$ cat src/rtl/ata_tf_pkg.sv
`timescale 1ns/1ps
package ata_tf_pkg;

    typedef enum logic [1:0] {
        CYC_IDLE = 2'd0,
        CYC_BYTE = 2'd1,
        CYC_WORD = 2'd2,
        CYC_ODD  = 2'd3
    } cyc_e;

    typedef struct packed {
        cyc_e       cyc;
        logic       lo_en;
        logic       hi_en;
        logic [3:0] lo_off;
        logic [3:0] hi_off;
    } lane_sel_t;

    localparam logic [3:0] OFF_DATA = 4'h0;
    localparam logic [3:0] OFF_ERR  = 4'h1;
    localparam logic [3:0] OFF_CNT  = 4'h2;
    localparam logic [3:0] OFF_SEC  = 4'h3;
    localparam logic [3:0] OFF_CYLL = 4'h4;
    localparam logic [3:0] OFF_CYLH = 4'h5;
    localparam logic [3:0] OFF_DH   = 4'h6;
    localparam logic [3:0] OFF_STAT = 4'h7;
    localparam logic [3:0] OFF_DEVN = 4'h8;
    localparam logic [3:0] OFF_DODD = 4'h9;
    localparam logic [3:0] OFF_ERRD = 4'hD;
    localparam logic [3:0] OFF_CTRL = 4'hE;
    localparam logic [3:0] OFF_DADR = 4'hF;

    localparam logic [7:0] OPC_SETFEAT = 8'hEF;
    localparam logic [7:0] FEAT_BYTE   = 8'h01;
    localparam logic [7:0] FEAT_WORD   = 8'h81;
    localparam logic [7:0] STATUS_RST  = 8'h50;
    localparam int         BSY_BIT     = 7;
    localparam int         NIEN_BIT    = 1;

    function automatic logic [7:0] drive_addr(input logic drv, input logic [3:0] head);
        return {2'b11, ~head, drv, ~drv};
    endfunction

endpackage

$ cat src/rtl/ata_lane_decode.sv
`timescale 1ns/1ps
module ata_lane_decode
    import ata_tf_pkg::*;
#(
    parameter int ADDR_W = 4
) (
    input  logic [ADDR_W-1:0] addr,
    input  logic              ce1_n,
    input  logic              ce2_n,
    output lane_sel_t         sel
);
    localparam int PAIR_W = ADDR_W - 1;

    logic [ADDR_W-1:0] pair_even;
    logic [ADDR_W-1:0] pair_odd;

    assign pair_even = {addr[ADDR_W-1:1], 1'b0};
    assign pair_odd  = {addr[ADDR_W-1:1], 1'b1};

    always_comb begin
        sel = '0;
        unique case ({ce1_n, ce2_n})
            2'b01: begin
                sel.cyc    = CYC_BYTE;
                sel.lo_en  = 1'b1;
                sel.lo_off = addr;
            end
            2'b00: begin
                sel.cyc    = CYC_WORD;
                sel.lo_en  = 1'b1;
                sel.hi_en  = 1'b1;
                sel.lo_off = pair_even;
                sel.hi_off = (addr[ADDR_W-1:1] == PAIR_W'(0)) ? OFF_DODD : pair_odd;
            end
            2'b10: begin
                sel.cyc    = CYC_ODD;
                sel.hi_en  = 1'b1;
                sel.hi_off = pair_odd;
            end
            default: sel = '0;
        endcase
    end

endmodule

$ cat src/rtl/ata_irq_ctl.sv
`timescale 1ns/1ps
module ata_irq_ctl (
    input  logic clk,
    input  logic rst,
    input  logic set,
    input  logic clr,
    input  logic nien,
    output logic ireq_n
);
    logic pend_q;

    always_ff @(posedge clk) begin
        if (rst)       pend_q <= 1'b0;
        else if (set)  pend_q <= 1'b1;
        else if (clr)  pend_q <= 1'b0;
    end

    assign ireq_n = ~(pend_q & ~nien);


    pend_set_chk: assert property (@(posedge clk) disable iff (rst)
        set |=> pend_q);


    pend_clr_chk: assert property (@(posedge clk) disable iff (rst)
        (clr && !set) |=> !pend_q);


    pend_hold_chk: assert property (@(posedge clk) disable iff (rst)
        (!clr && !set) |=> $stable(pend_q));


    mask_chk: assert property (@(posedge clk) disable iff (rst)
        nien |-> ireq_n);

endmodule

$ cat src/rtl/ata_tf_regs.sv
`timescale 1ns/1ps
module ata_tf_regs
    import ata_tf_pkg::*;
#(
    parameter int DATA_W = 16,
    parameter int ADDR_W = 4
) (
    input  logic              clk,
    input  logic              rst,
    input  lane_sel_t         sel,
    input  logic              rd_stb,
    input  logic              wr_stb,
    input  logic [DATA_W-1:0] wdata,
    input  logic              be_status_we,
    input  logic [7:0]        be_status,
    input  logic              be_error_we,
    input  logic [7:0]        be_error,
    input  logic              be_data_we,
    input  logic [DATA_W-1:0] be_data,
    output logic [DATA_W-1:0] rdata,
    output logic              stat_rd,
    output logic              nien,
    output logic              byte_mode,
    output logic              cmd_valid,
    output logic [7:0]        cmd_code,
    output logic [7:0]        tf_feature,
    output logic [7:0]        tf_count,
    output logic [7:0]        tf_sector,
    output logic [15:0]       tf_cyl,
    output logic              tf_drv,
    output logic [3:0]        tf_head,
    output logic [DATA_W-1:0] tf_data
);
    localparam int N_OFF = 1 << ADDR_W;

    logic [N_OFF-1:0] wen;
    logic [7:0]       wbyte [N_OFF];

    for (genvar o = 0; o < N_OFF; o++) begin : g_wen
        logic lo_hit, hi_hit;
        assign lo_hit   = wr_stb && sel.lo_en && (sel.lo_off == ADDR_W'(o));
        assign hi_hit   = wr_stb && sel.hi_en && (sel.hi_off == ADDR_W'(o));
        assign wen[o]   = lo_hit | hi_hit;
        assign wbyte[o] = hi_hit ? wdata[15:8] : wdata[7:0];
    end

    logic [DATA_W-1:0] data_q;
    logic [7:0] err_q, feat_q, cnt_q, sec_q, cyll_q, cylh_q, dh_q, stat_q, devctl_q;
    logic       byte_mode_q, cmd_valid_q;
    logic [7:0] cmd_code_q;
    logic       cmd_wr;

    assign cmd_wr = wen[OFF_STAT];

    always_ff @(posedge clk) begin
        if (rst) begin
            data_q      <= '0;
            err_q       <= '0;
            feat_q      <= '0;
            cnt_q       <= '0;
            sec_q       <= '0;
            cyll_q      <= '0;
            cylh_q      <= '0;
            dh_q        <= '0;
            stat_q      <= STATUS_RST;
            devctl_q    <= '0;
            byte_mode_q <= 1'b0;
            cmd_valid_q <= 1'b0;
            cmd_code_q  <= '0;
        end else begin
            if (be_data_we)   data_q <= be_data;
            if (be_error_we)  err_q  <= be_error;
            if (be_status_we) stat_q <= be_status;
            if (wen[OFF_DATA])      data_q[7:0]  <= wbyte[OFF_DATA];
            else if (wen[OFF_DEVN]) data_q[7:0]  <= wbyte[OFF_DEVN];
            if (wen[OFF_DODD])      data_q[15:8] <= wbyte[OFF_DODD];
            if (wen[OFF_ERR])       feat_q <= wbyte[OFF_ERR];
            else if (wen[OFF_ERRD]) feat_q <= wbyte[OFF_ERRD];
            if (wen[OFF_CNT])  cnt_q    <= wbyte[OFF_CNT];
            if (wen[OFF_SEC])  sec_q    <= wbyte[OFF_SEC];
            if (wen[OFF_CYLL]) cyll_q   <= wbyte[OFF_CYLL];
            if (wen[OFF_CYLH]) cylh_q   <= wbyte[OFF_CYLH];
            if (wen[OFF_DH])   dh_q     <= wbyte[OFF_DH];
            if (wen[OFF_CTRL]) devctl_q <= wbyte[OFF_CTRL];
            cmd_valid_q <= cmd_wr;
            if (cmd_wr) begin
                cmd_code_q      <= wbyte[OFF_STAT];
                stat_q[BSY_BIT] <= 1'b1;
                if (wbyte[OFF_STAT] == OPC_SETFEAT) begin
                    if (feat_q == FEAT_BYTE)      byte_mode_q <= 1'b1;
                    else if (feat_q == FEAT_WORD) byte_mode_q <= 1'b0;
                end
            end
        end
    end

    function automatic logic [7:0] rd_byte(input logic [ADDR_W-1:0] off);
        case (off)
            OFF_DATA, OFF_DEVN: return data_q[7:0];
            OFF_DODD:           return data_q[15:8];
            OFF_ERR, OFF_ERRD:  return err_q;
            OFF_CNT:            return cnt_q;
            OFF_SEC:            return sec_q;
            OFF_CYLL:           return cyll_q;
            OFF_CYLH:           return cylh_q;
            OFF_DH:             return dh_q;
            OFF_STAT, OFF_CTRL: return stat_q;
            OFF_DADR:           return drive_addr(dh_q[4], dh_q[3:0]);
            default:            return 8'h00;
        endcase
    endfunction

    always_comb begin
        rdata = '0;
        if (rd_stb) begin
            if (sel.lo_en) rdata[7:0]  = rd_byte(sel.lo_off);
            if (sel.hi_en) rdata[15:8] = rd_byte(sel.hi_off);
        end
    end

    assign stat_rd    = rd_stb && ((sel.lo_en && sel.lo_off == OFF_STAT) ||
                                   (sel.hi_en && sel.hi_off == OFF_STAT));
    assign nien       = devctl_q[NIEN_BIT];
    assign byte_mode  = byte_mode_q;
    assign cmd_valid  = cmd_valid_q;
    assign cmd_code   = cmd_code_q;
    assign tf_feature = feat_q;
    assign tf_count   = cnt_q;
    assign tf_sector  = sec_q;
    assign tf_cyl     = {cylh_q, cyll_q};
    assign tf_drv     = dh_q[4];
    assign tf_head    = dh_q[3:0];
    assign tf_data    = data_q;


    cmd_bsy_chk: assert property (@(posedge clk) disable iff (rst)
        cmd_wr |=> (cmd_valid && stat_q[BSY_BIT]));


    cmd_pulse_chk: assert property (@(posedge clk) disable iff (rst)
        !cmd_wr |=> !cmd_valid);


    mode_hold_chk: assert property (@(posedge clk) disable iff (rst)
        !cmd_wr |=> $stable(byte_mode_q));

endmodule

$ cat src/rtl/ata_taskfile_if.sv
`timescale 1ns/1ps
module ata_taskfile_if
    import ata_tf_pkg::*;
#(
    parameter int DATA_W = 16,
    parameter int ADDR_W = 4
) (
    input  logic              clk,
    input  logic              rst,
    input  logic [ADDR_W-1:0] addr,
    input  logic              ce1_n,
    input  logic              ce2_n,
    input  logic              iord_n,
    input  logic              iowr_n,
    input  logic [DATA_W-1:0] wdata,
    output logic [DATA_W-1:0] rdata,
    output logic              iois16_n,
    output logic              ireq_n,
    input  logic              be_status_we,
    input  logic [7:0]        be_status,
    input  logic              be_error_we,
    input  logic [7:0]        be_error,
    input  logic              be_data_we,
    input  logic [DATA_W-1:0] be_data,
    input  logic              be_irq,
    output logic              cmd_valid,
    output logic [7:0]        cmd_code,
    output logic [7:0]        tf_feature,
    output logic [7:0]        tf_count,
    output logic [7:0]        tf_sector,
    output logic [15:0]       tf_cyl,
    output logic              tf_drv,
    output logic [3:0]        tf_head,
    output logic [DATA_W-1:0] tf_data
);
    lane_sel_t sel;
    logic      stat_rd, nien, byte_mode;

    ata_lane_decode #(.ADDR_W(ADDR_W)) u_dec (
        .addr  (addr),
        .ce1_n (ce1_n),
        .ce2_n (ce2_n),
        .sel   (sel)
    );

    ata_tf_regs #(.DATA_W(DATA_W), .ADDR_W(ADDR_W)) u_regs (
        .clk          (clk),
        .rst          (rst),
        .sel          (sel),
        .rd_stb       (~iord_n),
        .wr_stb       (~iowr_n),
        .wdata        (wdata),
        .be_status_we (be_status_we),
        .be_status    (be_status),
        .be_error_we  (be_error_we),
        .be_error     (be_error),
        .be_data_we   (be_data_we),
        .be_data      (be_data),
        .rdata        (rdata),
        .stat_rd      (stat_rd),
        .nien         (nien),
        .byte_mode    (byte_mode),
        .cmd_valid    (cmd_valid),
        .cmd_code     (cmd_code),
        .tf_feature   (tf_feature),
        .tf_count     (tf_count),
        .tf_sector    (tf_sector),
        .tf_cyl       (tf_cyl),
        .tf_drv       (tf_drv),
        .tf_head      (tf_head),
        .tf_data      (tf_data)
    );

    ata_irq_ctl u_irq (
        .clk    (clk),
        .rst    (rst),
        .set    (be_irq),
        .clr    (stat_rd),
        .nien   (nien),
        .ireq_n (ireq_n)
    );

    assign iois16_n = ~(~byte_mode && sel.lo_en &&
                        (sel.lo_off == OFF_DATA || sel.lo_off == OFF_DEVN));


    idle_rd_chk: assert property (@(posedge clk) disable iff (rst)
        (ce1_n && ce2_n) |-> (rdata == '0));


    odd_io16_chk: assert property (@(posedge clk) disable iff (rst)
        (ce1_n && !ce2_n) |-> iois16_n);

endmodule

$ cat config.mk
export PLATFORM = sky130hd
export DESIGN_NAME = ata_taskfile_if
export DESIGN_NICKNAME = d
export VERILOG_FILES = /design/src/rtl/ata_tf_pkg.sv /design/src/rtl/ata_lane_decode.sv /design/src/rtl/ata_irq_ctl.sv /design/src/rtl/ata_tf_regs.sv /design/src/rtl/ata_taskfile_if.sv
export SDC_FILE = /design/constraint.sdc
export NUM_CORES = 1
export LEC_CHECK = 0
export BUFFER_PORTS_ARGS = -buffer_cell sky130_fd_sc_hd__buf_2
export CORE_MARGIN = 5
export CORE_UTILIZATION = 39
export CTS_CLUSTER_SIZE = 12
export DETAILED_ROUTE_END_ITERATION = 6
export PLACE_DENSITY = 0.71
export SYNTH_ARGS = -nofsm -noshare
export SYNTH_HDL_FRONTEND = slang
export SYNTH_HIERARCHICAL = 1
export SYNTH_SLANG_ARGS = --single-unit
$ cat constraint.sdc
create_clock -name clk -period 5.85 [get_ports clk]
set_clock_uncertainty 0.15 [all_clocks]
set_input_delay 0 -clock clk [delete_from_list [all_inputs] [get_ports clk]]
set_output_delay 0 -clock clk [all_outputs]
set_load 0.005 [all_outputs]
==> results of run 1 <==
==> sequential cells by signal (all words and copies together) (netlist names) <==
signal             count
u_regs/tf_count        8
u_regs/devctl_q        1
u_regs/err_q           8
u_irq/pend_q           1
u_regs/cylh_q          8
u_regs/byte_mode       1
u_regs/tf_data        16
u_regs/tf_sector       8
u_regs/cmd_code        8
u_regs/cyll_q          8
u_regs/stat_q          8
u_regs/cmd_valid       1
u_regs/dh_q            8
u_regs/tf_feature      8
==> final cells by class <==
class | count | area (um2)
inverters | 28 | 105.1
clock buffers | 10 | 239.0
clock inverters | 5 | 60.06
multi-input cells | 621 | 4334
repair buffers | 247 | 1704
fillers | 1616 | 8551
flip-flops and latches | 92 | 1842
well taps | 225 | 281.5
==> worst max-delay path: stages <==
cell and delay [ns]:
buf_2 0.11, inv_1 0.07, ha_1 0.24, nor2_2 0.09, nor2b_2 0.69, nor3b_2 0.87, and2_1 0.56, a21oi_1 0.13
a211oi_1 0.26, dlygate4sd3_1 0.59
==> repair_timing <==
| action | 4_1_cts | 5_1_grt |
|---|---|---|
| gates resized for setup | 0 | 0 |
| hold buffers | 89 | 0 |
| endpoints found under the hold margin | 89 | 0 |
==> power breakdown <==
part	switching, uW	leakage [uW]	total [uW]	internal, uW
Sequential	43.8	0.000750	696	652
Combinational	237	0.00253	403	166
Clock	262	0.000145	604	342
==> cell usage in the layout, fill, tap and decap left out, types with 15 or more instances in the layout <==
cell / count
nand2_1: 52
a21oi_1: 17
dlygate4sd3_1: 89
nor2_1: 81
mux2i_1: 61
nor2b_1: 20
a31oi_1: 17
o21ai_0: 37
buf_2: 149
a211oi_1: 46
nand3_1: 37
dfxtp_1: 92
a32o_1: 15
a311oi_1: 17
inv_1: 28
==> worst max-delay path by stage <==
stage,from,end,slack [ns],cells after the start
floorplan,ce1_n,u_regs/tf_feature[0],3.80,12
global route,ce1_n,u_regs/dh_q[5],2.16,10
CTS,ce1_n,u_regs/dh_q[5],2.51,10
finish,ce1_n,u_regs/dh_q[5],2.37,10
detailed placement,ce1_n,u_regs/dh_q[6],2.62,9
global placement,ce1_n,u_regs/dh_q[4],2.79,9
==> routing by layer <==
metal,share of wire,wire length [um]
met1,0.40,12450
met2,0.44,13840
met3,0.11,3589
met4,0.044,1365
met5,0,0
==> stage by stage <==
step                setup WS (ns)  power (uW)  utilization  hold WS, ns
finish                      2.368        1703       0.5004     0.009056
global route                2.165        1752       0.5004      0.01972
CTS                         2.510        1693       0.5004     0.002282
detailed placement          2.623        1041       0.4309      0.07662
global placement            2.794        1043       0.4309      0.07649
floorplan                   3.802       912.5            -     -0.08756
==> flow_summary.json, run 1 <==
{
  "status": "finished clean",
  "io_pins": 150,
  "max-slew-margin-rel": 0.2806,
  "final_cells": 1228,
  "clockBufferDepth": 2,
  "drv_slew": 0,
  "cts_setup_buffers": 0,
  "path_clk_slew_ns": 0.07,
  "drive_gt1_frac": 0.2144,
  "grt_util_met3": 0.06977,
  "r2r_cells": 4,
  "grt_first_pass_wirelength_um": 46210,
  "hp-class": "in -> reg",
  "start_util": 0.3933,
  "setup_viol": 0,
  "drt_iter0_drc": 1139,
  "fmax_mhz": 287.2,
  "r2r_end": "u_regs/stat_q[2]",
  "path_class": "in -> reg",
  "synth_fp_nets": 898,
  "grt_use_met1": 0.3981,
  "rsz0062_at_grt": "false",
  "cap_violations": 0,
  "nNetsFinal": 1064,
  "min-delay-start": "be_data[12]",
  "num_rows": 48,
  "insertion_delay_ns": 0.35,
  "routabilityCongestion": 1.043,
  "vias": 7914,
  "placed_cell_area_um2": 7376,
  "grt_max_degree": 58,
  "firstDrtPassIters": 6,
  "die_w_um": 141.4,
  "drc": 0,
  "place_inst": 1124,
  "wl_per_cell_um": 25.44,
  "r2r_start": "u_regs/stat_q[2]",
  "crit_path_end_kind": "flop",
  "postLayoutCellArea_um2": 8566,
  "synthToLayoutAreaGrowth_pct": 27.23,
  "syn_area_um2": 6733,
  "cts_tree": "done",
  "core-area_um2": 17120,
  "ir_worst_vdd_v": 0.0001441,
  "p_leak_uw": 0.003420,
  "ys_warn_count": 6,
  "grt_pass1_vias": 7474,
  "fin_crit_sh": 0.5951,
  "cp.required_ns": 5.99,
  "min_period_ns": 3.482,
  "routed_wl_um": 31240,
  "ant_nets": 0,
  "grt_overflow": 0,
  "fp.dieH_um": 141.4,
  "rrSetupSlack_ns": 3.76,
  "syn_area_per_cell_um2": 8.082,
  "dp_hpwl_um": 21380,
  "cts.sinks": 92,
  "antenna_cells": 0,
  "busiest_layer": "met2",
  "cts_buffers": 9,
  "cp-start-kind": "primary input",
  "cp_max_fo": 20,
  "syn_inst": 833,
  "timing.setup.tns_ns": 0,
  "clock_tree.root_cell": "clkbuf_16",
  "hold_path_end": "u_regs/tf_data[12]",
  "crit_arrival_ns": 3.62,
  "grt_antenna_before_repair": 0,
  "whs_path_depth": 4,
  "grt_usage": 0.3007,
  "htree_levels": 3,
  "worstMarginPinSlew_ns": 1.077,
  "power.density_nw_per_um2": 198.8,
  "portBuffers": 149,
  "grt_use_met2": 0.4718,
  "vias_per_cell": 6.445,
  "hold_viol": 0,
  "die-area_um2": 19990
}
Note: power is estimated with default switching activity, not from simulation.
==> run 2: changes to the inputs <==
PLACE_DENSITY = 0.73   (was 0.71)
clock period = 3 ns   (was 5.85 ns; I/O delays follow)
==> run 2 against run 1 <==
Sequential share of layout area shrank 0.49 points. Largest cell class unchanged. Die area did not move. Non-clock buffer count rose by 26. Routed wire length up 1.5%. Combinational power rose by 100%. Sequential cell count is the same. Core utilization up 1.2 points. Via count is 1.7% higher. Global-route usage rose by 0.60 points. Clock power up 99%.
==> flow_summary.json, run 2 (synthesized netlist as in run 1, its figures left out) <==
{
  "cp-start-kind": "primary input",
  "vias": 8045,
  "crit_arrival_ns": 3.01,
  "cp_max_fo": 21,
  "path_clk_slew_ns": 0.07,
  "nNetsFinal": 1090,
  "whs_path_depth": 3,
  "die_w_um": 141.4,
  "cts.sinks": 92,
  "min_period_ns": 2.851,
  "synthToLayoutAreaGrowth_pct": 30.22,
  "firstDrtPassIters": 6,
  "drv_slew": 0,
  "critical_path.slowest_cell": "dlygate4sd3_1",
  "hold_viol": 0,
  "vias_per_cell": 6.415,
  "fin_crit_sh": 0.9502,
  "routed_wl_um": 31710,
  "fp.dieH_um": 141.4,
  "fmax_mhz": 350.8,
  "ir_worst_vdd_v": 0.0002765,
  "rsz0062_at_grt": "false",
  "comb_power_share": 0.241,
  "start_util": 0.3933,
  "routabilityCongestion": 1.049,
  "path_class": "in -> reg",
  "insertion_delay_ns": 0.36,
  "grt_pass1_vias": 7587,
  "grt_max_degree": 55,
  "largest_reg_flops": 16,
  "status": "finished clean",
  "crit_path_end_kind": "flop",
  "grt_overflow": 0,
  "r2r_cells": 4,
  "num_rows": 48,
  "cts_tree": "done",
  "cp_slowest_stage_delay_ns": 0.59,
  "worstMarginPinSlew_ns": 0.7770,
  "grt_usage": 0.3067,
  "setup_viol": 0,
  "grt_antenna_before_repair": 0,
  "cp.required_ns": 3.16,
  "hp-class": "in -> reg",
  "io_pins": 150,
  "p_clk_frac": 0.356,
  "hold_path_end": "u_regs/err_q[2]",
  "p_leak_uw": 0.003538,
  "min-delay-start": "rst",
  "timing.critical_path.buf_inv": 5,
  "clockBufferDepth": 2,
  "r2r_start": "u_regs/stat_q[0]",
  "max-slew-margin-rel": 0.4796,
  "portBuffers": 149,
  "internal-power_uw": 2284,
  "wl_per_cell_um": 25.28,
  "switching_share": 0.3221,
  "r2r_end": "u_regs/stat_q[0]",
  "drive_gt1_frac": 0.2362,
  "core-area_um2": 17120,
  "cp.depth": 10,
  "path_cells": "buf_2 > inv_1 > ha_1 > nor2_2 > clkinvlp_4 > buf_4 > nor2b_1 > nand4_1 > a311oi_1 > dlygate4sd3_1",
  "p_sw_uw": 1085,
  "cp_top_family": "buffers and inverters",
  "rrSetupSlack_ns": 0.96,
  "final_common_cell": "buf_2",
  "die-area_um2": 19990,
  "power.density_nw_per_um2": 384.3,
  "cap_violations": 0,
  "ant_nets": 0,
  "timing.setup.tns_ns": 0,
  "dp_hpwl_um": 22270,
  "drt_iter0_drc": 1193,
  "layout_common_cells": "buf_2, dfxtp_1, dlygate4sd3_1",
  "clock_tree.root_cell": "clkbuf_16",
  "antenna_cells": 0,
  "hold-worst-slack_ns": 0.01372,
  "htree_levels": 3,
  "drc": 0,
  "grt_first_pass_wirelength_um": 46810,
  "pwr-share-seq": 0.403,
  "cts_buffers": 9
}
==> run 2: cell types whose count changed in the layout (fill, tap and decap cells not counted), sizes merged <==
cell / previous run / this run
buf: 158 / 184
inv: 29 / 28
clkinvlp: 1 / 2
==> run 2: layout make-up <==
| class | count | area, um2 |
|---|---|---|
| Fill cell | 1617 | 8349 |
| Multi-Input combinational cell | 621 | 4337 |
| Timing Repair Buffer | 273 | 1899 |
| Sequential cell | 92 | 1842 |
| Tap cell | 225 | 281.5 |
| Clock buffer | 10 | 239.0 |
| Inverter | 28 | 108.9 |
| Clock inverter | 5 | 60.06 |
==> run 2: timing repair <==
action                                  4_1_cts  5_1_grt
endpoints found under the hold margin        90        0
gates resized for setup                       0        2
buffers inserted                              0        0
endpoints found under the setup margin        0        1
hold buffers                                 89        0
==> run 2: power groups by stage <==
stage | clock network, uW | logic [uW] | registers, uW
final | 1200 | 812 | 1360
after global routing | 1250 | 859 | 1360
after CTS | 1210 | 778 | 1350
after detailed placement | 0 | 675 | 1380
after global placement | 0 | 673 | 1380
after floorplan | 0 | 440 | 1340
==> run 2: per-layer routing <==
layer / wire (um) / GRT usage / vias to the layer above
li1: - / - / 3513
met1: 12650 / 0.4058 / 3835
met2: 14140 / 0.4771 / 594
met3: 3597 / 0.06842 / 103
met4: 1312 / 0.1409 / 0
met5: 0 / 0 / -
==> run 2: tightest hold or removal path, cell delays in order <==
cell and delay, ns:
buf_2 0.10, buf_4 0.23, nor2_1 0.14
==> run 2: how the worst max path moves through the flow <==
| stage | from | endpoint | slack (ns) |
|---|---|---|---|
| 4_1_cts | ce2_n | u_regs/tf_sector[1] | 0.29 |
| 3_5_place_dp | ce2_n | u_regs/tf_data[8] | 0.36 |
| 3_3_place_gp | ce1_n | rdata[4] | 0.36 |
| 5_1_grt | ce1_n | u_regs/cyll_q[5] | 0.009 |
| 2_1_floorplan | ce1_n | u_regs/tf_feature[0] | 0.95 |
| 6_report | ce1_n | u_regs/cyll_q[5] | 0.15 |
==> run 2: through the flow <==
stage	power (uW)	setup slack [ns]	utilization	cell area, um2	instances
finish	3369	0.1494	0.5122	8767	1254
global route	3467	0.009127	0.5122	8767	1254
CTS	3338	0.2923	0.5118	8761	1254
detailed placement	2058	0.3644	0.4423	7571	1150
global placement	2056	0.3565	0.4423	7571	1150
floorplan	1779	0.9522	-	6733	833
